===== config.mk =====
export PLATFORM = sky130hd
export DESIGN_NAME = dds_profile_nco
export DESIGN_NICKNAME = d
export VERILOG_FILES = /design/src/rtl/nco_pkg.sv /design/src/rtl/nco_regfile.sv /design/src/rtl/nco_sweep.sv /design/src/rtl/nco_accum.sv /design/src/rtl/dds_profile_nco.sv
export SDC_FILE = /design/constraint.sdc
export NUM_CORES = 2
export LEC_CHECK = 0
export ABC_AREA = 0
export CORE_ASPECT_RATIO = 1.4
export CORE_MARGIN = 1
export CORE_UTILIZATION = 65
export CTS_BUF_LIST = sky130_fd_sc_hd__clkbuf_8
export DETAILED_ROUTE_END_ITERATION = 8
export GPL_TIMING_DRIVEN = 0
export PLACE_DENSITY = 0.88
export SLEW_MARGIN = 20
export SYNTH_ARGS = -nofsm -noshare
export SYNTH_HDL_FRONTEND = slang
export SYNTH_SLANG_ARGS = --single-unit

===== constraint.sdc =====
create_clock -name clk_i -period 5.9 [get_ports clk_i]
set_input_delay 0.885 -clock clk_i [delete_from_list [all_inputs] [get_ports clk_i]]
set_output_delay 0.885 -clock clk_i [all_outputs]
set_load 0.005 [all_outputs]

===== src/rtl/nco_pkg.sv =====
package nco_pkg;
  typedef enum logic [1:0] {
    BANK_FTW   = 2'd0,
    BANK_POFF  = 2'd1,
    BANK_SWEEP = 2'd2,
    BANK_NONE  = 2'd3
  } bank_e;

  localparam int SW_STEP = 0;
  localparam int SW_END  = 1;
  localparam int SW_IVL  = 2;
  localparam int SW_CTRL = 3;
endpackage


===== src/rtl/nco_regfile.sv =====
module nco_regfile
  import nco_pkg::*;
#(
  parameter int FTW_W  = 48,
  parameter int PH_W   = 14,
  parameter int N_PROF = 8,
  parameter int IVL_W  = 16,
  localparam int SEL_W  = $clog2(N_PROF),
  localparam int ADDR_W = SEL_W + 2
) (
  input  logic                           clk_i,
  input  logic                           rst_ni,
  input  logic                           wr_en_i,
  input  logic [ADDR_W-1:0]              wr_addr_i,
  input  logic [FTW_W-1:0]               wr_data_i,
  input  logic [SEL_W-1:0]               prof_sel_i,
  input  logic                           update_i,
  output logic [N_PROF-1:0][FTW_W-1:0]   act_ftw_o,
  output logic [SEL_W-1:0]               prof_q_o,
  output logic [FTW_W-1:0]               sel_ftw_o,
  output logic [PH_W-1:0]                sel_poff_o,
  output logic [FTW_W-1:0]               start_ftw_o,
  output logic [FTW_W-1:0]               step_o,
  output logic [FTW_W-1:0]               end_o,
  output logic [IVL_W-1:0]               ivl_o,
  output logic                           sweep_en_o
);
  logic [N_PROF-1:0][FTW_W-1:0] sh_ftw, act_ftw;
  logic [N_PROF-1:0][PH_W-1:0]  sh_poff, act_poff;
  logic [FTW_W-1:0] sh_step, act_step, sh_end, act_end;
  logic [IVL_W-1:0] sh_ivl, act_ivl;
  logic             sh_ctrl, act_ctrl;
  logic [SEL_W-1:0] prof_q;
  bank_e            bank;
  logic [SEL_W-1:0] idx;

  assign bank = bank_e'(wr_addr_i[ADDR_W-1 -: 2]);
  assign idx  = wr_addr_i[SEL_W-1:0];

  always_ff @(posedge clk_i or negedge rst_ni) begin
    if (!rst_ni) begin
      sh_ftw <= '0; act_ftw <= '0; sh_poff <= '0; act_poff <= '0;
      sh_step <= '0; act_step <= '0; sh_end <= '0; act_end <= '0;
      sh_ivl <= '0; act_ivl <= '0; sh_ctrl <= 1'b0; act_ctrl <= 1'b0;
      prof_q <= '0;
    end else begin
      prof_q <= prof_sel_i;
      if (wr_en_i) begin
        case (bank)
          BANK_FTW:  sh_ftw[idx]  <= wr_data_i;
          BANK_POFF: sh_poff[idx] <= wr_data_i[PH_W-1:0];
          BANK_SWEEP: begin
            case (idx)
              SEL_W'(SW_STEP): sh_step <= wr_data_i;
              SEL_W'(SW_END):  sh_end  <= wr_data_i;
              SEL_W'(SW_IVL):  sh_ivl  <= wr_data_i[IVL_W-1:0];
              SEL_W'(SW_CTRL): sh_ctrl <= wr_data_i[0];
              default: ;
            endcase
          end
          default: ;
        endcase
      end
      if (update_i) begin
        act_ftw  <= sh_ftw;
        act_poff <= sh_poff;
        act_step <= sh_step;
        act_end  <= sh_end;
        act_ivl  <= sh_ivl;
        act_ctrl <= sh_ctrl;
      end
    end
  end

  assign act_ftw_o   = act_ftw;
  assign prof_q_o    = prof_q;
  assign sel_ftw_o   = act_ftw[prof_q];
  assign sel_poff_o  = act_poff[prof_q];
  assign start_ftw_o = sh_ftw[prof_sel_i];
  assign step_o      = act_step;
  assign end_o       = act_end;
  assign ivl_o       = act_ivl;
  assign sweep_en_o  = act_ctrl;
endmodule


===== src/rtl/nco_sweep.sv =====
module nco_sweep #(
  parameter int FTW_W = 48,
  parameter int IVL_W = 16
) (
  input  logic             clk_i,
  input  logic             rst_ni,
  input  logic             load_i,
  input  logic             en_i,
  input  logic [FTW_W-1:0] start_i,
  input  logic [FTW_W-1:0] step_i,
  input  logic [FTW_W-1:0] end_i,
  input  logic [IVL_W-1:0] ivl_i,
  output logic [FTW_W-1:0] ftw_o,
  output logic             tick_o
);
  logic [FTW_W-1:0] ftw_q, ftw_nxt;
  logic [IVL_W-1:0] cnt_q, ivl_m1;
  logic [FTW_W:0]   sum;

  assign ivl_m1  = (ivl_i == '0) ? '0 : ivl_i - 1'b1;
  assign tick_o  = en_i && !load_i && (cnt_q >= ivl_m1);
  assign sum     = {1'b0, ftw_q} + {1'b0, step_i};
  // clamp at end limit, including carry out of the word
  assign ftw_nxt = (sum > {1'b0, end_i}) ? end_i : sum[FTW_W-1:0];

  always_ff @(posedge clk_i or negedge rst_ni) begin
    if (!rst_ni) begin
      ftw_q <= '0;
      cnt_q <= '0;
    end else if (load_i) begin
      ftw_q <= start_i;
      cnt_q <= '0;
    end else if (en_i) begin
      if (tick_o) begin
        ftw_q <= ftw_nxt;
        cnt_q <= '0;
      end else begin
        cnt_q <= cnt_q + 1'b1;
      end
    end
  end

  assign ftw_o = ftw_q;
endmodule


===== src/rtl/nco_accum.sv =====
module nco_accum #(
  parameter int FTW_W = 48,
  parameter int PH_W  = 14
) (
  input  logic             clk_i,
  input  logic             rst_ni,
  input  logic             clr_i,
  input  logic [FTW_W-1:0] ftw_i,
  input  logic [PH_W-1:0]  poff_i,
  output logic [FTW_W-1:0] acc_o,
  output logic [PH_W-1:0]  phase_o
);
  logic [FTW_W-1:0] acc_q;

  always_ff @(posedge clk_i or negedge rst_ni) begin
    if (!rst_ni)     acc_q <= '0;
    else if (clr_i)  acc_q <= '0;
    else             acc_q <= acc_q + ftw_i;
  end

  assign acc_o   = acc_q;
  assign phase_o = acc_q[FTW_W-1 -: PH_W] + poff_i;
endmodule


===== src/rtl/dds_profile_nco.sv =====
module dds_profile_nco #(
  parameter int FTW_W  = 48,
  parameter int PH_W   = 14,
  parameter int N_PROF = 8,
  parameter int IVL_W  = 16,
  localparam int SEL_W  = $clog2(N_PROF),
  localparam int ADDR_W = SEL_W + 2
) (
  input  logic              clk_i,
  input  logic              rst_ni,
  input  logic              wr_en_i,
  input  logic [ADDR_W-1:0] wr_addr_i,
  input  logic [FTW_W-1:0]  wr_data_i,
  input  logic [SEL_W-1:0]  prof_sel_i,
  input  logic              update_i,
  input  logic              phase_clr_i,
  output logic [PH_W-1:0]   phase_o
);
  logic [N_PROF-1:0][FTW_W-1:0] act_ftw;
  logic [SEL_W-1:0] prof_q;
  logic [FTW_W-1:0] sel_ftw, start_ftw, sw_step, sw_end, sw_ftw, ftw_eff, acc_q;
  logic [PH_W-1:0]  sel_poff;
  logic [IVL_W-1:0] sw_ivl;
  logic             sweep_en, sw_tick;

  nco_regfile #(.FTW_W(FTW_W), .PH_W(PH_W), .N_PROF(N_PROF), .IVL_W(IVL_W)) u_regs (
    .clk_i, .rst_ni, .wr_en_i, .wr_addr_i, .wr_data_i, .prof_sel_i, .update_i,
    .act_ftw_o(act_ftw), .prof_q_o(prof_q), .sel_ftw_o(sel_ftw), .sel_poff_o(sel_poff),
    .start_ftw_o(start_ftw), .step_o(sw_step), .end_o(sw_end), .ivl_o(sw_ivl),
    .sweep_en_o(sweep_en)
  );

  nco_sweep #(.FTW_W(FTW_W), .IVL_W(IVL_W)) u_sweep (
    .clk_i, .rst_ni, .load_i(update_i), .en_i(sweep_en), .start_i(start_ftw),
    .step_i(sw_step), .end_i(sw_end), .ivl_i(sw_ivl), .ftw_o(sw_ftw), .tick_o(sw_tick)
  );

  assign ftw_eff = sweep_en ? sw_ftw : sel_ftw;

  nco_accum #(.FTW_W(FTW_W), .PH_W(PH_W)) u_acc (
    .clk_i, .rst_ni, .clr_i(phase_clr_i), .ftw_i(ftw_eff), .poff_i(sel_poff),
    .acc_o(acc_q), .phase_o
  );
endmodule


==> run metrics <==
routed vias/inst 6.70; Least-Margin Pin Slew 1.27 ns; Max Fclk 173 MHz; CTS tree built; num rows 135; placed insts 6059; die width 267 um; r2r setup slk 0.17 ns; ys async rst share 100%; warnings from Yosys 0; Final WS setup 0.105 ns; clk_lat worst skew 0.97 ns; Hold Path End u_regs.sh_ftw[214]$_DFFE_PN0P_; Final Hold Fails 0; core footprint 97300 um^2; all-layer global routing usage 37.5%; clock share of power 27.0%; Iter 0 DRT Violations 3817; kind of critical path flop to primary output; CP Launch Type flop; area grow syn2layout 11.0%; Final setup violation count 0; Netlist Area Pre-Place 64100 um^2; IO buf count 28; starting density of the core 65.9%; initial antenna violation count 11; ANT nets after route 0; clk root buf clkbuf_8; fin crit period 5.80 ns; register area share after synthesis 52.0%; most common cell after layout, fill and taps aside dfrtp_1; Lkg Pwr 33.0 nW; Synth Area per Inst 13.6 um^2; P_int 20.1 mW; min-delay worst type input port to flop; CTS Buf Count 192; most frequent cells in the layout dfrtp_1, mux2_2, clkbuf_8; hold path depth 2; routability cong. 0.987; min-delay src wr_data_i[22]; Synthesized Nets 4959; CTS Sinks 1333; run status completed; first-pass GRT wire length 278 mm; Max Cap Viol 0; FILL cells 5898; WL/cell 28.3 um; Slew Limit Headroom 15.2%; H-tree levels 4; worst slack, placed -1.20 ns; largest net degree at the start of global routing 152; Pre-antenna DRT Iters 6; Layout Nets 5208; I/O pin cnt 75; Clock Tree Buf Depth 3; pwr/cell area 428 nW/um^2; sw power 10.4 mW; vias in the first global route 46290; hold_ws 0.460 ns; Max VDD drop 384 uV; hpwl dp 122 mm; Arr. time, crit path 4.91 ns; total gr overflow 0; R2R Path Start u_regs.prof_q_o[0]$_DFF_PN0_; skew final 0.0527 ns; Sw Ratio 34.1%; Critical Path End Type primary output; DIE HEIGHT 374 um; Combinational Power Share 31.6%; Main synth FF type dfrtp_1; non-filler cells, final 6440; R2R Path End u_acc.acc_o[44]$_DFF_PN0_; final wirelength 182 mm; DR vias 43145; Critical Path Fanout Max 6; Remaining DRCs 0; die area 99900 um^2; EDFF count, synth 0; count of different cell masters after synthesis 88; clk slew on worst S/H paths 0.06 ns; worst r2r path cells 17; Max Transition Viols Final 0; CP Data Required Time 5.02 ns; Period Utilization, post-route 98.2%; sequential share of power 41.3%; register bit total from synthesis 1333; fraction of layout cells with a size suffix above 1 36.4%; Post-Synthesis Cells 4721
[cell usage after synthesis, types with 18 or more instances]
cell	n	area, um^2
dfrtp_1	1333	33400
mux2_2	1195	13500
nand2_1	240	901
mux4_2	220	4950
clkbuf_1	208	781
o21ai_0	189	946
ha_1	174	2180
a21oi_1	154	771
nor2_1	132	495
mux2i_1	122	1220
buf_1	97	364
inv_1	92	345
xnor2_1	67	587
a21o_1	64	480
xor2_1	55	482
nand3_1	38	190
nand4_1	25	156
and3_1	20	125
o21bai_1	20	150
o21ai_1	18	90.1
[routing by layer]
layer	GRT usage [%]	share of wire, %	wire length, um	up-vias
li1	-	-	-	17774
met1	44.1	35	63900	22396
met2	59.9	49	89400	2167
met3	9.50	7.8	14200	804
met4	27.4	8.0	14600	4
met5	0	0.014	26	-
[layout make-up]
cell class	count	area [um^2]	share of cell area [%]
inverter	92	345	0.485
tap	1301	1630	2.29
clock buffer	263	3620	5.08
clock inverter	94	754	1.06
antenna	6	15.0	0.0211
timing repair buffer	59	712	1.00
sequential	1333	33400	46.9
multi-input combinational	2978	29300	41.2
buffer	314	1430	2.01
[power by group through the flow]
stage / clock network [mW] / logic (mW) / registers [mW]
final: 8.23 / 9.64 / 12.6
after global routing: 8.63 / 10.3 / 12.8
after CTS: 8.22 / 9.35 / 12.5
after detailed placement: 0 / 9.13 / 12.6
after global placement: 0 / 8.79 / 12.6
after floorplan: 0 / 6.77 / 12.1
[repair_timing]
action                                  4_1_cts  5_1_grt
hold endpoints to repair                    121        0
cloned                                        1        0
hold buffers                                  1        0
endpoints found under the setup margin       82       59
pin swaps                                     8       16
buffers inserted                              9       12
gates resized for setup                      73       36
[worst max path at each step]
stage	start	end	slack (ns)	cells after the start
after floorplan	u_regs.prof_q_o[0]$_DFF_PN0_	phase_o[13]	0.80	17
after global placement	rst_ni	u_regs.act_ftw_o[79]$_DFFE_PN0P_	-54.00	1
after detailed placement	u_regs.prof_q_o[0]$_DFF_PN0_	phase_o[13]	-1.20	18
after CTS	u_regs.prof_q_o[0]$_DFF_PN0_	phase_o[11]	0.02	15
after global routing	u_sweep.ftw_o[0]$_DFFE_PN0P_	u_sweep.ftw_o[42]$_DFFE_PN0P_	-0.006	25
final	u_regs.prof_q_o[0]$_DFF_PN0_	phase_o[8]	0.10	18
[stage by stage]
stage	setup TNS, ns	power [mW]	area, um^2	utilization [%]
finish	0	30.5	71200	73.2
global route	-0.0131	31.7	71200	73.2
CTS	0	30.1	71000	73.0
detailed placement	-23.27	21.7	66300	68.2
global placement	-	21.4	66000	67.9
floorplan	0	18.8	64100	-
[cell families (layout without fill, tap and decap cells)]
group | after synthesis | after routing | share of synthesized area [%]
other cells | 0 | 6 | 0
buf+inv | 411 | 822 | 2.53
fa+ha+maj | 177 | 177 | 3.49
mux | 1538 | 1538 | 30.6
simple gates | 554 | 555 | 3.99
flops | 1333 | 1333 | 52.0
compound gates | 586 | 586 | 5.66
xor+xnor | 122 | 122 | 1.67
[registers in the layout, indices dropped and copies added, names as in the netlist, 48 cells and up]
| signal | flops |
|---|---|
| u_regs.act_ftw_o | 384 |
| u_regs.sh_step | 48 |
| u_regs.step_o | 48 |
| u_sweep.ftw_o | 48 |
| u_regs.sh_poff | 112 |
| u_regs.end_o | 48 |
| u_acc.acc_o | 48 |
| u_regs.act_poff | 112 |
| u_regs.sh_ftw | 384 |
| u_regs.sh_end | 48 |
[critical path: stages (launching register included)]
cell             delay, ns
dfrtp_2               0.42
clkbuf_16             0.21
buf_16                0.15
mux4_2                0.54
mux2_2                0.33
ha_1                  0.23
inv_1                 0.08
fa_1                  0.20
inv_1                 0.06
a21oi_2               0.16
o21bai_1              0.13
a21o_1                0.20
nand2_1               0.10
a21oi_2               0.08
o21ai_2               0.17
buf_4                 0.13
nand2b_1              0.06
xor2_1                0.16
clkdlybuf4s50_1       0.53
Power figures use the tool's default switching activity.
